**config.mk**
```make
export PLATFORM = sky130hd
export DESIGN_NAME = pdcal_seq
export DESIGN_NICKNAME = d
export VERILOG_FILES = /design/src/rtl/pdcal_pkg.sv /design/src/rtl/pdcal_pd_qual.sv /design/src/rtl/pdcal_smp_cnt.sv /design/src/rtl/pdcal_ofs_latch.sv /design/src/rtl/pdcal_seq.sv
export SDC_FILE = /design/constraint.sdc
export NUM_CORES = 1
export LEC_CHECK = 0
export BUFFER_PORTS_ARGS = -buffer_cell sky130_fd_sc_hd__clkbuf_2
export CORE_MARGIN = 5
export CORE_UTILIZATION = 48
export CTS_BUF_LIST = sky130_fd_sc_hd__clkbuf_4 sky130_fd_sc_hd__clkbuf_8
export DETAILED_ROUTE_END_ITERATION = 16
export MAX_ROUTING_LAYER = met4
export PLACE_DENSITY = 0.72
export SYNTH_ARGS = -nofsm -noshare
export SYNTH_HDL_FRONTEND = slang
export SYNTH_SLANG_ARGS = --single-unit
```
**constraint.sdc**
```tcl
create_clock -name clk -period 3.1 [get_ports clk]
set_clock_uncertainty 0.2 [all_clocks]
set_input_delay 0.465 -clock clk [delete_from_list [all_inputs] [get_ports clk]]
set_output_delay 0.465 -clock clk [all_outputs]
set_load 0.05 [all_outputs]
```
**src/rtl/pdcal_pkg.sv**
```systemverilog
package pdcal_pkg;
  typedef enum logic [1:0] {
    ST_PWRDN = 2'd0,
    ST_CALIB = 2'd1,
    ST_GUARD = 2'd2,
    ST_LIVE  = 2'd3
  } pdcal_state_e;
endpackage

```
**src/rtl/pdcal_pd_qual.sv**
```systemverilog
module pdcal_pd_qual #(
  parameter int MIN_LOW = 2
) (
  input  logic clk,
  input  logic rst,
  input  logic pd_n,
  output logic hit
);
  localparam int RW = $clog2(MIN_LOW + 1);
  localparam logic [RW-1:0] THR = RW'(MIN_LOW - 1);

  logic [RW-1:0] run_q;

  always_ff @(posedge clk) begin
    if (rst) begin
      run_q <= '0;
    end else if (pd_n) begin
      run_q <= '0;
    end else if (run_q < THR) begin
      run_q <= run_q + 1'b1;
    end
  end

  assign hit = !pd_n && (run_q >= THR);


  run_reset_chk: assert property (@(posedge clk) disable iff (rst)
    pd_n |=> (run_q == '0));
endmodule

```
**src/rtl/pdcal_smp_cnt.sv**
```systemverilog
module pdcal_smp_cnt #(
  parameter int CNT_W = 12
) (
  input  logic             clk,
  input  logic             rst,
  input  logic             clr,
  input  logic             inc,
  output logic             last,
  output logic [CNT_W-1:0] cnt
);
  localparam logic [CNT_W-1:0] CNT_MAX = {CNT_W{1'b1}};

  always_ff @(posedge clk) begin
    if (rst || clr) begin
      cnt <= '0;
    end else if (inc) begin
      cnt <= cnt + 1'b1;
    end
  end

  assign last = (cnt == CNT_MAX);


  cnt_step_chk: assert property (@(posedge clk) disable iff (rst)
    !$stable(cnt) |-> (cnt == '0 || cnt == $past(cnt) + 1'b1));
endmodule

```
**src/rtl/pdcal_ofs_latch.sv**
```systemverilog
module pdcal_ofs_latch #(
  parameter int OFS_W = 16,
  parameter int CNT_W = 12
) (
  input  logic                   clk,
  input  logic                   rst,
  input  logic                   cap,
  input  logic [OFS_W+CNT_W-1:0] acc,
  output logic [OFS_W-1:0]       ofs
);
  localparam int ACC_W = OFS_W + CNT_W;
  localparam logic [ACC_W:0] HALF = (ACC_W + 1)'(1) << (CNT_W - 1);

  logic [ACC_W:0]   rsum;
  logic [OFS_W-1:0] avg;

  always_comb begin
    rsum = {1'b0, acc} + HALF;
    avg  = rsum[ACC_W] ? {OFS_W{1'b1}} : rsum[ACC_W-1:CNT_W];
  end

  always_ff @(posedge clk) begin
    if (rst) begin
      ofs <= '0;
    end else if (cap) begin
      ofs <= avg;
    end
  end


  ofs_hold_chk: assert property (@(posedge clk) disable iff (rst)
    !$past(cap) |-> $stable(ofs));
endmodule

```
**src/rtl/pdcal_seq.sv**
```systemverilog
module pdcal_seq #(
  parameter int CNT_W   = 12,
  parameter int OFS_W   = 16,
  parameter int MIN_LOW = 2
) (
  input  logic                   clk,
  input  logic                   rst,
  input  logic                   smp_stb,
  input  logic                   pd_n,
  input  logic                   sdata_i,
  input  logic [OFS_W+CNT_W-1:0] acc_i,
  output logic                   cal_o,
  output logic                   dvalid_o,
  output logic                   sdata_o,
  output logic [OFS_W-1:0]       ofs_o
);
  import pdcal_pkg::*;

  pdcal_state_e st_q, st_d;
  logic pd_hit, cnt_last, cnt_clr, cnt_inc, cap;
  logic [CNT_W-1:0] cnt;

  pdcal_pd_qual #(.MIN_LOW(MIN_LOW)) u_qual (
    .clk(clk), .rst(rst), .pd_n(pd_n), .hit(pd_hit)
  );

  pdcal_smp_cnt #(.CNT_W(CNT_W)) u_cnt (
    .clk(clk), .rst(rst), .clr(cnt_clr), .inc(cnt_inc),
    .last(cnt_last), .cnt(cnt)
  );

  pdcal_ofs_latch #(.OFS_W(OFS_W), .CNT_W(CNT_W)) u_ofs (
    .clk(clk), .rst(rst), .cap(cap), .acc(acc_i), .ofs(ofs_o)
  );

  always_comb begin
    st_d = st_q;
    if (pd_hit) begin
      st_d = ST_PWRDN;
    end else begin
      case (st_q)
        ST_PWRDN: if (pd_n) st_d = ST_CALIB;
        ST_CALIB: if (smp_stb && cnt_last) st_d = ST_GUARD;
        ST_GUARD: if (smp_stb) st_d = ST_LIVE;
        default:  st_d = ST_LIVE;
      endcase
    end
  end

  assign cnt_clr = pd_hit || (st_q != ST_CALIB);
  assign cnt_inc = (st_q == ST_CALIB) && smp_stb && !cnt_last;
  assign cap     = !pd_hit && (st_q == ST_CALIB) && smp_stb && cnt_last;

  always_ff @(posedge clk) begin
    if (rst) begin
      st_q     <= ST_CALIB;
      cal_o    <= 1'b1;
      dvalid_o <= 1'b0;
      sdata_o  <= 1'b0;
    end else begin
      st_q     <= st_d;
      cal_o    <= (st_d == ST_PWRDN) || (st_d == ST_CALIB);
      dvalid_o <= (st_d == ST_LIVE);
      sdata_o  <= (st_d == ST_LIVE) && sdata_i;
    end
  end


  pd_blank_chk: assert property (@(posedge clk) disable iff (rst)
    (!pd_n && !$past(pd_n) && !$past(rst)) |=> (cal_o && !dvalid_o && !sdata_o));

  pd_hold_chk: assert property (@(posedge clk) disable iff (rst)
    (st_q == ST_PWRDN && !pd_n) |-> (cnt == '0 && cal_o));

  cal_fall_chk: assert property (@(posedge clk) disable iff (rst)
    $fell(cal_o) |-> $past(smp_stb));

  valid_rise_chk: assert property (@(posedge clk) disable iff (rst)
    $rose(dvalid_o) |-> ($past(smp_stb) && !$past(cal_o)));

  blank_data_chk: assert property (@(posedge clk) disable iff (rst)
    !dvalid_o |-> !sdata_o);

  excl_chk: assert property (@(posedge clk) disable iff (rst)
    !(cal_o && dvalid_o));
endmodule

```
# Word level (Yosys, flattened, before mapping)
# Cells that the tools add are included.
[word_totals]
word_cells = 41
inputBits = 33
ff_bits = 35
output_inout_bits = 19
[op_classes]
mux = 6
n_eq_ne = 6
n_lt_le_gt_ge = 2
addsub = 3
n_reduce_logical = 17
[ops]
columns = ["op", "n"]
rows = [
  ["adder 28 x 12 -> 29 bit (second input constant)", 1],
  ["two-way mux 16 bit", 1],
  ["adder 12 x 1 -> 12 bit (second input constant)", 1],
  ["equality test 12 bit (second input constant)", 1],
  ["logical AND 1 bit", 8],
  ["two-way mux 2 bit", 4],
  ["one-hot mux 2 bit (3 select lines)", 1],
  ["equality test 2 x 1 -> 1 bit (second input constant)", 2],
  ["equality test 2 bit (second input constant)", 2],
  ["logical NOT 2 bit", 2],
  ["logical NOT 1 bit", 3],
  ["logical OR 1 bit", 3],
  ["adder 2 x 1 -> 2 bit (second input constant)", 1],
  ["greater-or-equal comparator 2 x 1 -> 1 bit (second input constant)", 1],
  ["< comparator 2 x 1 -> 1 bit (second input constant)", 1],
  ["inequality test 2 x 1 -> 1 bit (second input constant)", 1],
  ["OR reduction 2 bit", 1],
]

# Longest topological paths before layout
[logic_depth]
word_depth = 7
ltp_mapped = 8

# Hierarchy
# From an unflattened synthesis, not the netlist that was laid out.
[unflattened]
cells_unflattened = 194
area_unflattened_um2 = 1754.2
[modules_own_cells]
columns = ["mod", "n_inst", "cells_per_inst", "seq_area_each_um2", "area_per_inst_um2"]
rows = [
  ["pdcal_ofs_latch", 1, 100, 320.3, 908.4],
  ["pdcal_smp_cnt", 1, 64, 240.2, 561.8],
  ["pdcal_seq", 1, 20, 100.1, 181.4],
  ["pdcal_pd_qual", 1, 10, 40.0, 102.6],
]

# Worst setup path before layout
# OpenSTA, ideal clock, no wires.
[synth_path]
path_kind = "flip-flop to flip-flop"
startpoint = "register u_qual.run_q[0]"
endpoint = "register u_ofs.ofs[9]"
required_ps = 2768
setup_slack_ps = 1158
synth_period_minus_slack_ps = 1942
t_arrival_ps = 1609
stages_incl_launch_ff = 8
cell_sequence = "dfxtp_1 > inv_1 > ha_1 > clkbuf_1 > o211ai_1 > or4_4 > a21oi_4 > a211oi_1"
[synth_between]
elab_chain_cells = 6
[synth_lines]
columns = ["element", "line_no", "rtl"]
rows = [
  ["start: declaration", "pdcal_pd_qual.sv:12", "logic [RW-1:0] run_q;"],
  ["start signal: assignment", "pdcal_pd_qual.sv:20", "run_q <= run_q + 1'b1;"],
  ["greater-or-equal comparator 2 x 1 -> 1 bit", "pdcal_pd_qual.sv:24", "assign hit = !pd_n && (run_q >= THR);"],
  ["logical AND 1 bit", "pdcal_pd_qual.sv:24", ""],
  ["logical NOT 1 bit", "pdcal_seq.sv:52", "assign cap = !pd_hit && (st_q == ST_CALIB) && smp_stb && cnt_last;"],
  ["logical AND 1 bit (3 in series)", "pdcal_seq.sv:52", ""],
  ["end signal: assignment", "pdcal_ofs_latch.sv:26", "ofs <= avg;"],
  ["end: declaration", "pdcal_ofs_latch.sv:9", "output logic [OFS_W-1:0] ofs"],
]
# Every way passes these cells.
# A chain may end at the register's enable or synchronous reset.

# Worst setup path in the final report
[layout_path]
startpoint = "register st_q[1]"
endpoint = "register u_cnt.cnt[9]"
[layout_between]
elab_chain_cells = 3
elab_cells_between_ends = 6
cone_classes = "eq/ne (2); reduce/logical (4)"
[layout_lines]
columns = ["element", "line_no", "rtl"]
rows = [
  ["start: declaration", "pdcal_seq.sv:19", "pdcal_state_e st_q, st_d;"],
  ["start signal: assignment", "pdcal_seq.sv:61", "st_q <= st_d;"],
  ["equality test 2 x 1 -> 1 bit / inequality test 2 x 1 -> 1 bit (equally long branches)", "pdcal_seq.sv:51, pdcal_seq.sv:50", ""],
  ["logical AND 1 bit / logical OR 1 bit (equally long branches)", "pdcal_seq.sv:51, pdcal_seq.sv:50", ""],
  ["logical AND 1 bit / logical OR 1 bit (equally long branches)", "pdcal_seq.sv:51, pdcal_smp_cnt.sv:14", ""],
  ["end signal: assignment", "pdcal_smp_cnt.sv:17", "cnt <= cnt + 1'b1;"],
  ["end: declaration", "pdcal_smp_cnt.sv:9", "output logic [CNT_W-1:0] cnt"],
]
# Several ways; a longest one is shown, not always the timed one.

==> summary.md <==
| Metric | Value |
|---|---|
| GRT Util Overall | `0.172` |
| Root Driver | `clkbuf_8` |
| Final hold vios | `0` |
| Initial antenna violation count | `0` |
| CTS sink cnt | `35` |
| Row cnt | `22` |
| Max_cap viols | `0` |
| Crit end category | `flip-flop` |
| Hold path depth | `2` |
| Buf+Inv Stages, Crit Path | `0` |
| Capturing point of the worst reg2reg path | `u_cnt.cnt[9]` |
| Minimum clock period | `2180 ps` |
| DR vias/cell | `5.63` |
| Core ar. | `0.00372 mm2` |
| Vias | `1724` |
| Post-cts sizing count | `0` |
| Clk buf depth | `2` |
| Drc violations | `0` |
| Ys async rst share | `0` |
| Startpoint Class | `flip-flop` |
| Syn_nets | `254` |
| Crit share post-route | `0.702` |
| RSZ-0062 raised after global routing | `false` |
| First-pass GRT wire length | `6.98 mm` |
| I/O pin total | `52` |
| Pre-antenna DRT Iters | `4` |
| CTS tree | `yes` |
| Flip-flop and latch count after synthesis | `35` |
| Max Slew Vio Count | `0` |
| Most frequent cells in the layout | `clkbuf_2 (40), dfxtp_1 (35), nor2_1 (27)` |
| Final GP Congestion | `0.861` |
| Initial drt markers | `59` |
| Worst-Skew Late Latency | `290 ps` |
| Max Freq | `460 MHz` |
| Worst Tran Pin Value | `513 ps` |
| Post-synthesis cell area | `0.00186 mm2` |
| Reg2reg start | `st_q[1]` |
| Final setup vio count | `0` |
| Height of the die | `72.3 um` |
| Detail Placement HPWL | `3.17 mm` |
| Die Width | `72.3 um` |
| Largest net degree at the start of global routing | `25` |
| Most used DFF post-synth | `dfxtp_1` |
| Path type of the worst min-delay path | `input pin to flip-flop` |
| Placed Cells | `298` |
| Critical path, cell by cell | `nand3b_1, or4_4, or4_1, a21oi_1` |
| Pleak | `0.000803 uW` |
| Post-synthesis sequential area ratio | `0.376` |
| Fin cells | `306` |
| FF-to-FF setup slack | `920 ps` |
| Total CTS buffers | `5` |
| Setup tns final | `0 ps` |
| Hold path start | `sdata_i` |
| GRT overflow | `0` |
| CP Max Fanout | `11` |
| Postcts setup bufs | `0` |
| EDFF count, synth | `0` |
| CP delay by family, top | `simple AND/OR/NAND/NOR gates` |
| FF-to-FF path depth | `4` |
| Port Buffers | `40` |
| Pwr/cell area | `396 mW/mm2` |
| Rel. slew slack | `0.658` |
| CTS Hold Bufs | `0` |
| Most common cell after layout, fill and taps aside | `clkbuf_2` |
| Hold endpoint | `sdata_o` |
| WL per Instance | `13.5 um` |
| Total Wirelength | `4.12 mm` |
| Vias in the first global route | `1633` |
| Fraction of layout cells with a size suffix above 1 | `0.221` |
| Die area | `0.00522 mm2` |
| Status | `complete, no violations` |
| Area delta synth->final | `17.1%` |
| Worst path arrival time | `2190 ps` |
| Net count reported at finish | `293` |
| Mean post-synth cell area | `8.54 um2` |
| Crit path required time | `3110 ps` |
| Initial core utilization | `0.501` |
| Max stage delay cell, worst path | `or4_4` |
| Synth warn | `0` |
| Detail Route Antenna Nets | `0` |
| Crit-path max cell delay | `610 ps` |
| Post-Syn Instances | `218` |
| Peak supply drop | `168 uV` |
| N_diodes | `0` |
| Cell variety after synth | `44` |
| Worst Setup Path Type | `flip-flop to flip-flop` |
| H-tree Lvls | `2` |
| CTS clk-pin slew, worst paths | `70 ps` |
layer usage:
layer	up-vias	GRT usage	wire (um)
met2	39	0.295	2030
met1	790	0.195	1890
li1	891	-	-
met4	0	0.0752	53
met3	4	0.0305	142
met5	-	-	0
cell type report:
cell class                      count  area, um2
Timing Repair Buffer               42        215
Clock buffer                        5       68.8
Inverter                            6       22.5
Sequential cell                    35        701
Tap cell                           48       60.1
Multi-Input combinational cell    167       1090
Clock inverter                      3       20.0
Fill cell                         359       1540
worst max path at each step:
stage,from,endpoint,cells past startpoint
after detailed placement,smp_stb,u_cnt.cnt[9],5
after global routing,st_q[1],u_cnt.cnt[9],4
after floorplan,u_qual.run_q[0],u_ofs.ofs[9],7
final,st_q[1],u_cnt.cnt[9],4
after CTS,st_q[1],u_cnt.cnt[9],4
after global placement,smp_stb,u_cnt.cnt[9],5
cell families after synthesis:
| logic type | after synthesis | synth area share |
|---|---|---|
| AOI/OAI and AO/OA | 50 | 0.188 |
| xor gates and xnor gates | 14 | 0.0659 |
| adders and majority gates | 3 | 0.0202 |
| buffers and inverters | 16 | 0.0363 |
| DFF | 35 | 0.376 |
| muxes | 2 | 0.0114 |
| and+or+nand+nor | 98 | 0.302 |
metrics by stage:
| step | worst slack [ps] | utilization | area, um2 | hold slack, ps | total power (uW) |
|---|---|---|---|---|---|
| floorplan | 1160 | - | 1860 | 274 | 518 |
| global placement | 821 | 0.563 | 2090 | 262 | 549 |
| detailed placement | 769 | 0.563 | 2090 | 265 | 551 |
| CTS | 915 | 0.587 | 2180 | 176 | 869 |
| global route | 762 | 0.587 | 2180 | 182 | 897 |
| finish | 925 | 0.587 | 2180 | 181 | 863 |
power breakdown:
group	total (uW)	switching, uW	internal, uW
Clock	323	167	156
Combinational	81.9	49.1	32.8
Sequential	458	4.41	454
synthesized netlist by cell type (6+ instances only):
library cell / number / area (um2)
dfxtp_1: 35 / 701
nor4_1: 6 / 37.5
clkbuf_1: 6 / 22.5
inv_1: 6 / 22.5
nand3_1: 15 / 75.1
o31ai_1: 7 / 52.6
nand2_1: 12 / 45.0
nor3_1: 8 / 40.0
nor2_1: 27 / 101
xnor2_1: 12 / 105
a211oi_1: 7 / 52.6
a21oi_1: 12 / 60.1
registers in the layout, summed over array words and instances, names as in the netlist:
register	count
u_qual.run_q	2
sdata_o	1
u_cnt.cnt	12
u_ofs.ofs	16
st_q	2
cal_o	1
dvalid_o	1
Power figures use the tool's default switching activity.
